<file path="src/rtl/txd_pkg.sv">
package txd_pkg;
  localparam int OWN_BIT = 31;
  localparam int LS_BIT  = 30;
  localparam int FS_BIT  = 29;
  localparam int SET_BIT = 27;
  localparam int EOR_BIT = 25;
  localparam logic [31:0] WB_OK  = 32'h7FFF_FFFF;
  localparam logic [31:0] WB_ERR = 32'h0000_8000;

  typedef enum logic [2:0] {
    S_IDLE, S_STAT, S_CTRL, S_BUFA, S_FETCH, S_SEND, S_FILT, S_WB
  } txd_state_e;

  typedef struct packed {
    logic first;
    logic last;
    logic setup;
    logic eor;
  } txd_flags_t;
endpackage

</file>
<file path="src/rtl/txd_decode.sv">
module txd_decode
  import txd_pkg::*;
#(
  parameter int LEN_W     = 11,
  parameter int MAX_LEN   = 1536,
  parameter int SETUP_LEN = 192
) (
  input  logic [31:0]      ctrl_i,
  output txd_flags_t       flags_o,
  output logic [LEN_W-1:0] len_o,
  output logic             len_bad_o
);
  localparam logic [LEN_W:0] MAX_L = (LEN_W+1)'(MAX_LEN);
  localparam logic [LEN_W:0] SET_L = (LEN_W+1)'(SETUP_LEN);

  logic [LEN_W:0] len_x;
  logic unused_ctrl;

  assign len_o = ctrl_i[LEN_W-1:0];
  assign len_x = {1'b0, ctrl_i[LEN_W-1:0]};

  assign flags_o.first = ctrl_i[FS_BIT];
  assign flags_o.last  = ctrl_i[LS_BIT];
  assign flags_o.setup = ctrl_i[SET_BIT];
  assign flags_o.eor   = ctrl_i[EOR_BIT];

  always_comb begin
    len_bad_o = 1'b0;
    if (len_x == '0) len_bad_o = 1'b1;
    if (len_x > MAX_L) len_bad_o = 1'b1;
    if (ctrl_i[SET_BIT] && (len_x != SET_L)) len_bad_o = 1'b1;
  end

  assign unused_ctrl = ^{ctrl_i[31], ctrl_i[28], ctrl_i[26], ctrl_i[24:LEN_W]};
endmodule

</file>
<file path="src/rtl/txd_lane.sv">
module txd_lane #(
  parameter int LANES = 4,
  localparam int SEL_W = $clog2(LANES)
) (
  input  logic [8*LANES-1:0] word_i,
  input  logic [SEL_W-1:0]   sel_i,
  output logic [7:0]         byte_o
);
  logic [7:0] lane_arr [LANES];

  for (genvar g = 0; g < LANES; g++) begin : g_lane
    assign lane_arr[g] = word_i[8*g +: 8];
  end

  assign byte_o = lane_arr[sel_i];
endmodule

</file>
<file path="src/rtl/txd_ring_ptr.sv">
module txd_ring_ptr #(
  parameter int ADDR_W    = 16,
  parameter int DESC_WORDS = 4
) (
  input  logic              clk,
  input  logic              rst_n,
  input  logic [ADDR_W-1:0] ring_base_i,
  input  logic              advance_i,
  input  logic              wrap_i,
  output logic [ADDR_W-1:0] cur_o
);
  localparam logic [ADDR_W-1:0] STEP = ADDR_W'(DESC_WORDS);

  logic [ADDR_W-1:0] ptr_q;
  logic              loaded_q;

  assign cur_o = loaded_q ? ptr_q : ring_base_i;

  always_ff @(posedge clk) begin
    if (!rst_n) begin
      ptr_q    <= '0;
      loaded_q <= 1'b0;
    end else if (advance_i) begin
      loaded_q <= 1'b1;
      ptr_q    <= wrap_i ? ring_base_i : cur_o + STEP;
    end
  end
endmodule

</file>
<file path="src/rtl/txdesc_engine.sv">
module txdesc_engine
  import txd_pkg::*;
#(
  parameter int ADDR_W    = 16,
  parameter int LEN_W     = 11,
  parameter int MAX_LEN   = 1536,
  parameter int SETUP_LEN = 192,
  localparam int FIDX_W   = $clog2(SETUP_LEN / 4)
) (
  input  logic              clk,
  input  logic              rst_n,
  input  logic              poll_i,
  input  logic [ADDR_W-1:0] ring_base_i,
  output logic              mem_req_o,
  output logic              mem_we_o,
  output logic [ADDR_W-1:0] mem_addr_o,
  output logic [31:0]       mem_wdata_o,
  input  logic              mem_ack_i,
  input  logic [31:0]       mem_rdata_i,
  output logic              tx_valid_o,
  input  logic              tx_ready_i,
  output logic [7:0]        tx_data_o,
  output logic              tx_first_o,
  output logic              tx_last_o,
  output logic              filt_we_o,
  output logic [FIDX_W-1:0] filt_idx_o,
  output logic [15:0]       filt_word_o,
  output logic              busy_o
);
  localparam logic [LEN_W-1:0] ONE  = LEN_W'(1);
  localparam logic [LEN_W-1:0] FOUR = LEN_W'(4);

  txd_state_e        state_q;
  logic [31:0]       ctrl_q;
  logic [31:0]       word_q;
  logic [ADDR_W-1:0] buf_q;
  logic [LEN_W-1:0]  cnt_q;
  logic              err_q;
  logic              pend_q;

  txd_flags_t        flags;
  logic [LEN_W-1:0]  len;
  logic              len_bad;
  logic [ADDR_W-1:0] desc_ptr;
  logic              advance;
  logic              byte_done;
  logic              frame_end;
  logic              filt_end;

  txd_decode #(
    .LEN_W(LEN_W), .MAX_LEN(MAX_LEN), .SETUP_LEN(SETUP_LEN)
  ) u_dec (
    .ctrl_i(ctrl_q), .flags_o(flags), .len_o(len), .len_bad_o(len_bad)
  );

  txd_lane #(.LANES(4)) u_lane (
    .word_i(word_q), .sel_i(cnt_q[1:0]), .byte_o(tx_data_o)
  );

  txd_ring_ptr #(.ADDR_W(ADDR_W), .DESC_WORDS(4)) u_ptr (
    .clk(clk), .rst_n(rst_n), .ring_base_i(ring_base_i),
    .advance_i(advance), .wrap_i(flags.eor), .cur_o(desc_ptr)
  );

  // Memory port
  always_comb begin
    mem_req_o   = 1'b0;
    mem_we_o    = 1'b0;
    mem_addr_o  = desc_ptr;
    mem_wdata_o = err_q ? WB_ERR : WB_OK;
    unique case (state_q)
      S_STAT:  mem_req_o = 1'b1;
      S_CTRL:  begin mem_req_o = 1'b1; mem_addr_o = desc_ptr + ADDR_W'(1); end
      S_BUFA:  begin mem_req_o = 1'b1; mem_addr_o = desc_ptr + ADDR_W'(2); end
      S_FETCH: begin mem_req_o = 1'b1; mem_addr_o = buf_q + ADDR_W'(cnt_q >> 2); end
      S_WB:    begin mem_req_o = 1'b1; mem_we_o = 1'b1; end
      default: ;
    endcase
  end

  // Byte stream and filter port
  assign tx_valid_o  = (state_q == S_SEND);
  assign tx_first_o  = tx_valid_o && flags.first && (cnt_q == '0);
  assign tx_last_o   = tx_valid_o && flags.last && frame_end;
  assign filt_we_o   = (state_q == S_FILT);
  assign filt_idx_o  = cnt_q[FIDX_W+1:2];
  assign filt_word_o = word_q[15:0];
  assign busy_o      = (state_q != S_IDLE) || pend_q;

  assign frame_end = (cnt_q == len - ONE);
  assign byte_done = tx_valid_o && tx_ready_i;
  assign filt_end  = ((cnt_q + FOUR) == len);
  assign advance   = (state_q == S_WB) && mem_ack_i;

  always_ff @(posedge clk) begin
    if (!rst_n) begin
      state_q <= S_IDLE;
      ctrl_q  <= '0;
      word_q  <= '0;
      buf_q   <= '0;
      cnt_q   <= '0;
      err_q   <= 1'b0;
      pend_q  <= 1'b0;
    end else begin
      if (state_q == S_IDLE) pend_q <= 1'b0;
      else if (poll_i)       pend_q <= 1'b1;

      unique case (state_q)
        S_IDLE: if (poll_i || pend_q) state_q <= S_STAT;
        S_STAT: if (mem_ack_i) state_q <= mem_rdata_i[OWN_BIT] ? S_CTRL : S_IDLE;
        S_CTRL: if (mem_ack_i) begin
          ctrl_q  <= mem_rdata_i;
          state_q <= S_BUFA;
        end
        S_BUFA: if (mem_ack_i) begin
          buf_q   <= mem_rdata_i[ADDR_W+1:2];
          cnt_q   <= '0;
          err_q   <= len_bad;
          state_q <= len_bad ? S_WB : S_FETCH;
        end
        S_FETCH: if (mem_ack_i) begin
          word_q  <= mem_rdata_i;
          state_q <= flags.setup ? S_FILT : S_SEND;
        end
        S_SEND: if (byte_done) begin
          cnt_q <= cnt_q + ONE;
          if (frame_end)               state_q <= S_WB;
          else if (cnt_q[1:0] == 2'd3) state_q <= S_FETCH;
        end
        S_FILT: begin
          cnt_q   <= cnt_q + FOUR;
          state_q <= filt_end ? S_WB : S_FETCH;
        end
        S_WB: if (mem_ack_i) state_q <= S_IDLE;
        default: state_q <= S_IDLE;
      endcase
    end
  end
endmodule

</file>
<file path="config.mk">
export PLATFORM = sky130hd
export DESIGN_NAME = txdesc_engine
export DESIGN_NICKNAME = d
export VERILOG_FILES = /design/src/rtl/txd_pkg.sv /design/src/rtl/txd_decode.sv /design/src/rtl/txd_lane.sv /design/src/rtl/txd_ring_ptr.sv /design/src/rtl/txdesc_engine.sv
export SDC_FILE = /design/constraint.sdc
export NUM_CORES = 1
export LEC_CHECK = 0
export BUFFER_PORTS_ARGS = -buffer_cell sky130_fd_sc_hd__buf_2
export CAP_MARGIN = 20
export CORE_ASPECT_RATIO = 0.8
export CORE_MARGIN = 3
export CORE_UTILIZATION = 45
export CTS_CLUSTER_SIZE = 30
export DETAILED_ROUTE_END_ITERATION = 7
export PLACE_DENSITY = 0.77
export RECOVER_POWER = 100
export SLEW_MARGIN = 10
export SYNTH_ARGS = -nofsm -noshare
export SYNTH_HDL_FRONTEND = slang
export SYNTH_SLANG_ARGS = --single-unit
</file>
<file path="constraint.sdc">
create_clock -name clk -period 8.5 [get_ports clk]
set_input_delay 1.7 -clock clk [delete_from_list [all_inputs] [get_ports clk]]
set_output_delay 1.7 -clock clk [all_outputs]
set_load 0.05 [all_outputs]
</file>
==> metrics.log <==
[metrics] EDFF count, synth: 0
[metrics] Inserted Diodes: 0
[metrics] Worst Path Class, Setup: input port to primary output
[metrics] overflow left after global routing: 0
[metrics] Critical Path Start Type: input port
[metrics] core region area: between 15000 and 20000 µm²
[metrics] critical path endpoint category: primary output
[metrics] maximum number of buffers from clock root to sink: 2
[metrics] unrepaired setup endpoints after global routing: false
[metrics] via total after detailed routing: 7003
[metrics] power density normalized to cell area: 202 nW/µm²
[metrics] worst slack on hold paths: 0.468 ns
[metrics] violated checks: capacitance limit, slew limit
[metrics] Hold Crit Depth: 2
[metrics] CTS tree: done
[metrics] io pins: 138
[metrics] top achievable clock speed: 165 MHz
[metrics] CTS Buf Count: 9
[metrics] Final Max Tran Viols: 97
[metrics] Post-Syn Nets: ~1000
[metrics] detailed-placement wirelength estimate: ~15 mm
[metrics] post-synthesis area per instance: around 7.6 µm²
[metrics] summed negative setup slack over all endpoints: 0 ns
[metrics] wire length after detailed routing: 20.8 mm
[metrics] Clk Latency, worst-skew pair: ~0.35 ns
[metrics] warnings from Yosys: 0
[metrics] Crit Path Max Fanout: 7
[metrics] number of optimization iterations in the first detailed-route pass: 5
[metrics] worst slew slack as a fraction of its limit: -1.38
[metrics] Final Hold Vio Count: 0
[metrics] cell row count: 41
[metrics] Cells after Synth: 957
[metrics] detailed-route DRC error count: 0
[metrics] final worst setup slack: 2.44 ns
[metrics] synthesized cell area: roughly 7300 µm²
[metrics] Resized cells post-CTS: 0
[metrics] number of cells in the design after placement: 1197
[metrics] HP Class: register to register
[metrics] cell count of the worst reg-to-reg path: 6
[metrics] number of buffers inserted by port buffering: about 140
[metrics] Switching Power: 0.716 mW
[metrics] share of synthesized flip-flops with an asynchronous set or reset: 0
[metrics] Die Area: 17800 µm²
[metrics] switch share: 0.458
[metrics] distinct cell type count of the synthesized netlist: 79
[metrics] buffers inserted by post-CTS timing repair: 0
[metrics] internal power summed over all cells: 0.848 mW
[metrics] most instantiated flip-flop cell in the synthesis netlist: sky130_fd_sc_hd__dfxtp_1
[metrics] antenna violations before repair: 0
[metrics] relative contribution of sequential cells to total power: 0.340
[metrics] Clock Tree Root: sky130_fd_sc_hd__clkbuf_16
[metrics] width of the die: 149 µm
[metrics] cts-stage hold buffer count: 0
[metrics] most frequent cells in the layout: sky130_fd_sc_hd__nand2_1, sky130_fd_sc_hd__dfxtp_1, sky130_fd_sc_hd__clkbuf_1
[metrics] number of nets at the end of the flow: about 1100
[metrics] initial DRC count: 749
[metrics] worst endpoint required time: between 6 and 7 ns
[metrics] run status: finished, violations left
[metrics] final critical-path share of the clock period: 0.713
[metrics] via density per instance: ~5.8
[metrics] initial core utilization: 0.461
[metrics] fraction of power consumed by combinational cells: 0.411
[metrics] setup clock skew after layout: about 0.0085 ns
[metrics] overall global routing resource usage: 0.231
[metrics] area added between synthesis and finish: 6.07%
[metrics] via count of the first global-routing pass: between 6000 and 7000
[metrics] clock transition at the register clock pins on the worst setup and hold paths after CTS: 0.07 ns
[metrics] final weighted congestion in routability-driven placement: 0.936
[metrics] proportion of synthesized chip area in sequential cells: 0.263
[metrics] peak supply drop: 121 µV
[metrics] commonest non-fill, non-tap cell in the layout: sky130_fd_sc_hd__nand2_1
[metrics] fraction of final layout cells with drive strength greater than 1: 0.106
[metrics] Die Ht: 120 µm
[metrics] worst slack at placement: 2.69 ns
[metrics] number of storage elements in the synthesis netlist: 96
[metrics] largest net degree at the start of global routing: 97
[metrics] count of H-tree levels built during CTS: 3
[metrics] number of nets still failing antenna checks after routing: 0
[metrics] wire length per cell after detailed routing: between 15 and 20 µm
[metrics] shortest period the worst path allows: 6.06 ns
[metrics] max-capacitance violation count: 1
[metrics] post-layout instance count excluding filler cells: 1213
[metrics] first-pass GRT wire length: 33.8 mm
[metrics] count of final setup violators: 0
[metrics] actual slew at the worst max-slew pin: 3.56 ns
[metrics] Leak Pwr: 2.87 nW
[metrics] worst path arrival time: about 4.4 ns
[metrics] number of clock sinks: 96
[metrics] Clock Power Share: 0.249
[metrics] Core Util, Final: 0.489
-- cell usage after synthesis, types with 11 or more instances --
cell | number | area [µm²]
sky130_fd_sc_hd__nand2_1 | 188 | 706
sky130_fd_sc_hd__dfxtp_1 | 96 | 1920
sky130_fd_sc_hd__a21boi_0 | 71 | 533
sky130_fd_sc_hd__nor2_1 | 60 | 225
sky130_fd_sc_hd__buf_4 | 57 | 428
sky130_fd_sc_hd__o21ai_0 | 48 | 240
sky130_fd_sc_hd__clkbuf_1 | 45 | 169
sky130_fd_sc_hd__a21oi_1 | 38 | 190
sky130_fd_sc_hd__nand3_1 | 33 | 165
sky130_fd_sc_hd__xor2_1 | 26 | 228
sky130_fd_sc_hd__xnor2_1 | 20 | 175
sky130_fd_sc_hd__inv_1 | 19 | 71.3
sky130_fd_sc_hd__ha_1 | 18 | 225
sky130_fd_sc_hd__mux2i_1 | 15 | 150
sky130_fd_sc_hd__nand4_1 | 14 | 87.6
sky130_fd_sc_hd__a31oi_1 | 13 | 81.3
sky130_fd_sc_hd__and3_1 | 12 | 75.1
sky130_fd_sc_hd__o211ai_1 | 11 | 82.6
-- power groups by stage --
| stage | Combinational (mW) | Sequential (mW) | Clock [mW] |
|---|---|---|---|
| after floorplan | 0.564 | 0.496 | 0 |
| after global placement | 0.639 | 0.538 | 0 |
| after detailed placement | 0.644 | 0.540 | 0 |
| after CTS | 0.647 | 0.529 | 0.396 |
| after global routing | 0.693 | 0.537 | 0.417 |
| final | 0.642 | 0.532 | 0.390 |
-- kinds of logic (layout without fill, tap and decap cells) --
logic type      count (synthesis)  count (layout)  share of synthesized area
compound gates                258             258                      0.247
mux                            30              30                     0.0559
flops                          96              96                      0.263
buf+inv                       136             177                      0.109
fa+ha+maj                      19              19                     0.0335
other cells                     2               2                    0.00103
simple gates                  370             370                      0.235
xor+xnor                       46              46                     0.0551
-- registers in the layout (all words and copies together) (netlist names) --
register / cells
buf_q: 16
cnt_q: 11
ctrl_q: 15
err_q: 1
pend_q: 1
state_q: 3
u_ptr.loaded_q: 1
u_ptr.ptr_q: 16
word_q: 32
-- stage by stage --
| stage | power (mW) | instance area, µm² |
|---|---|---|
| after detailed placement | 1.18 | 7580 |
| after floorplan | 1.06 | 7310 |
| final | 1.56 | 7760 |
| after global routing | 1.65 | 7760 |
| after CTS | 1.57 | 7860 |
| after global placement | 1.18 | 7570 |
-- per-layer routing --
layer,vias to the layer above,track usage,part of all wire
met3,31,0.0540,0.082
met2,274,0.341,0.43
met4,0,0.0623,0.016
li1,3404,-,-
met5,-,0,0
met1,3294,0.338,0.47
-- path summary, 6_finish.rpt --
kind / end / from / slack, ns
worst max-delay path: mem_addr_o[14] / ring_base_i[2] / 2.44
worst min-delay path: word_q[23] / word_q[23] / 0.47
worst max register to register: cnt_q[7] / state_q[0] / 5.51
worst min register to register: word_q[23] / word_q[23] / 0.47
-- final cells by class --
| type | count | area [µm²] |
|---|---|---|
| Clock inverter | 6 | 52.6 |
| Timing Repair Buffer | 142 | 631 |
| Multi-Input combinational cell | 725 | 4580 |
| Clock buffer | 9 | 225 |
| Inverter | 20 | 75.1 |
| Sequential cell | 96 | 1920 |
| Tap cell | 215 | 269 |
| Fill cell | 1598 | 8090 |
-- worst max-delay path: stages --
cell                      delay (ns)
sky130_fd_sc_hd__buf_2          0.09
sky130_fd_sc_hd__mux2i_1        0.15
sky130_fd_sc_hd__inv_1          0.20
sky130_fd_sc_hd__ha_1           0.30
sky130_fd_sc_hd__inv_1          0.13
sky130_fd_sc_hd__a21oi_1        0.45
sky130_fd_sc_hd__nand4_1        0.30
sky130_fd_sc_hd__or4_1          0.46
sky130_fd_sc_hd__and3_1         0.17
sky130_fd_sc_hd__or3b_1         0.15
sky130_fd_sc_hd__buf_2          0.27
(Power assumes the default switching activity.)
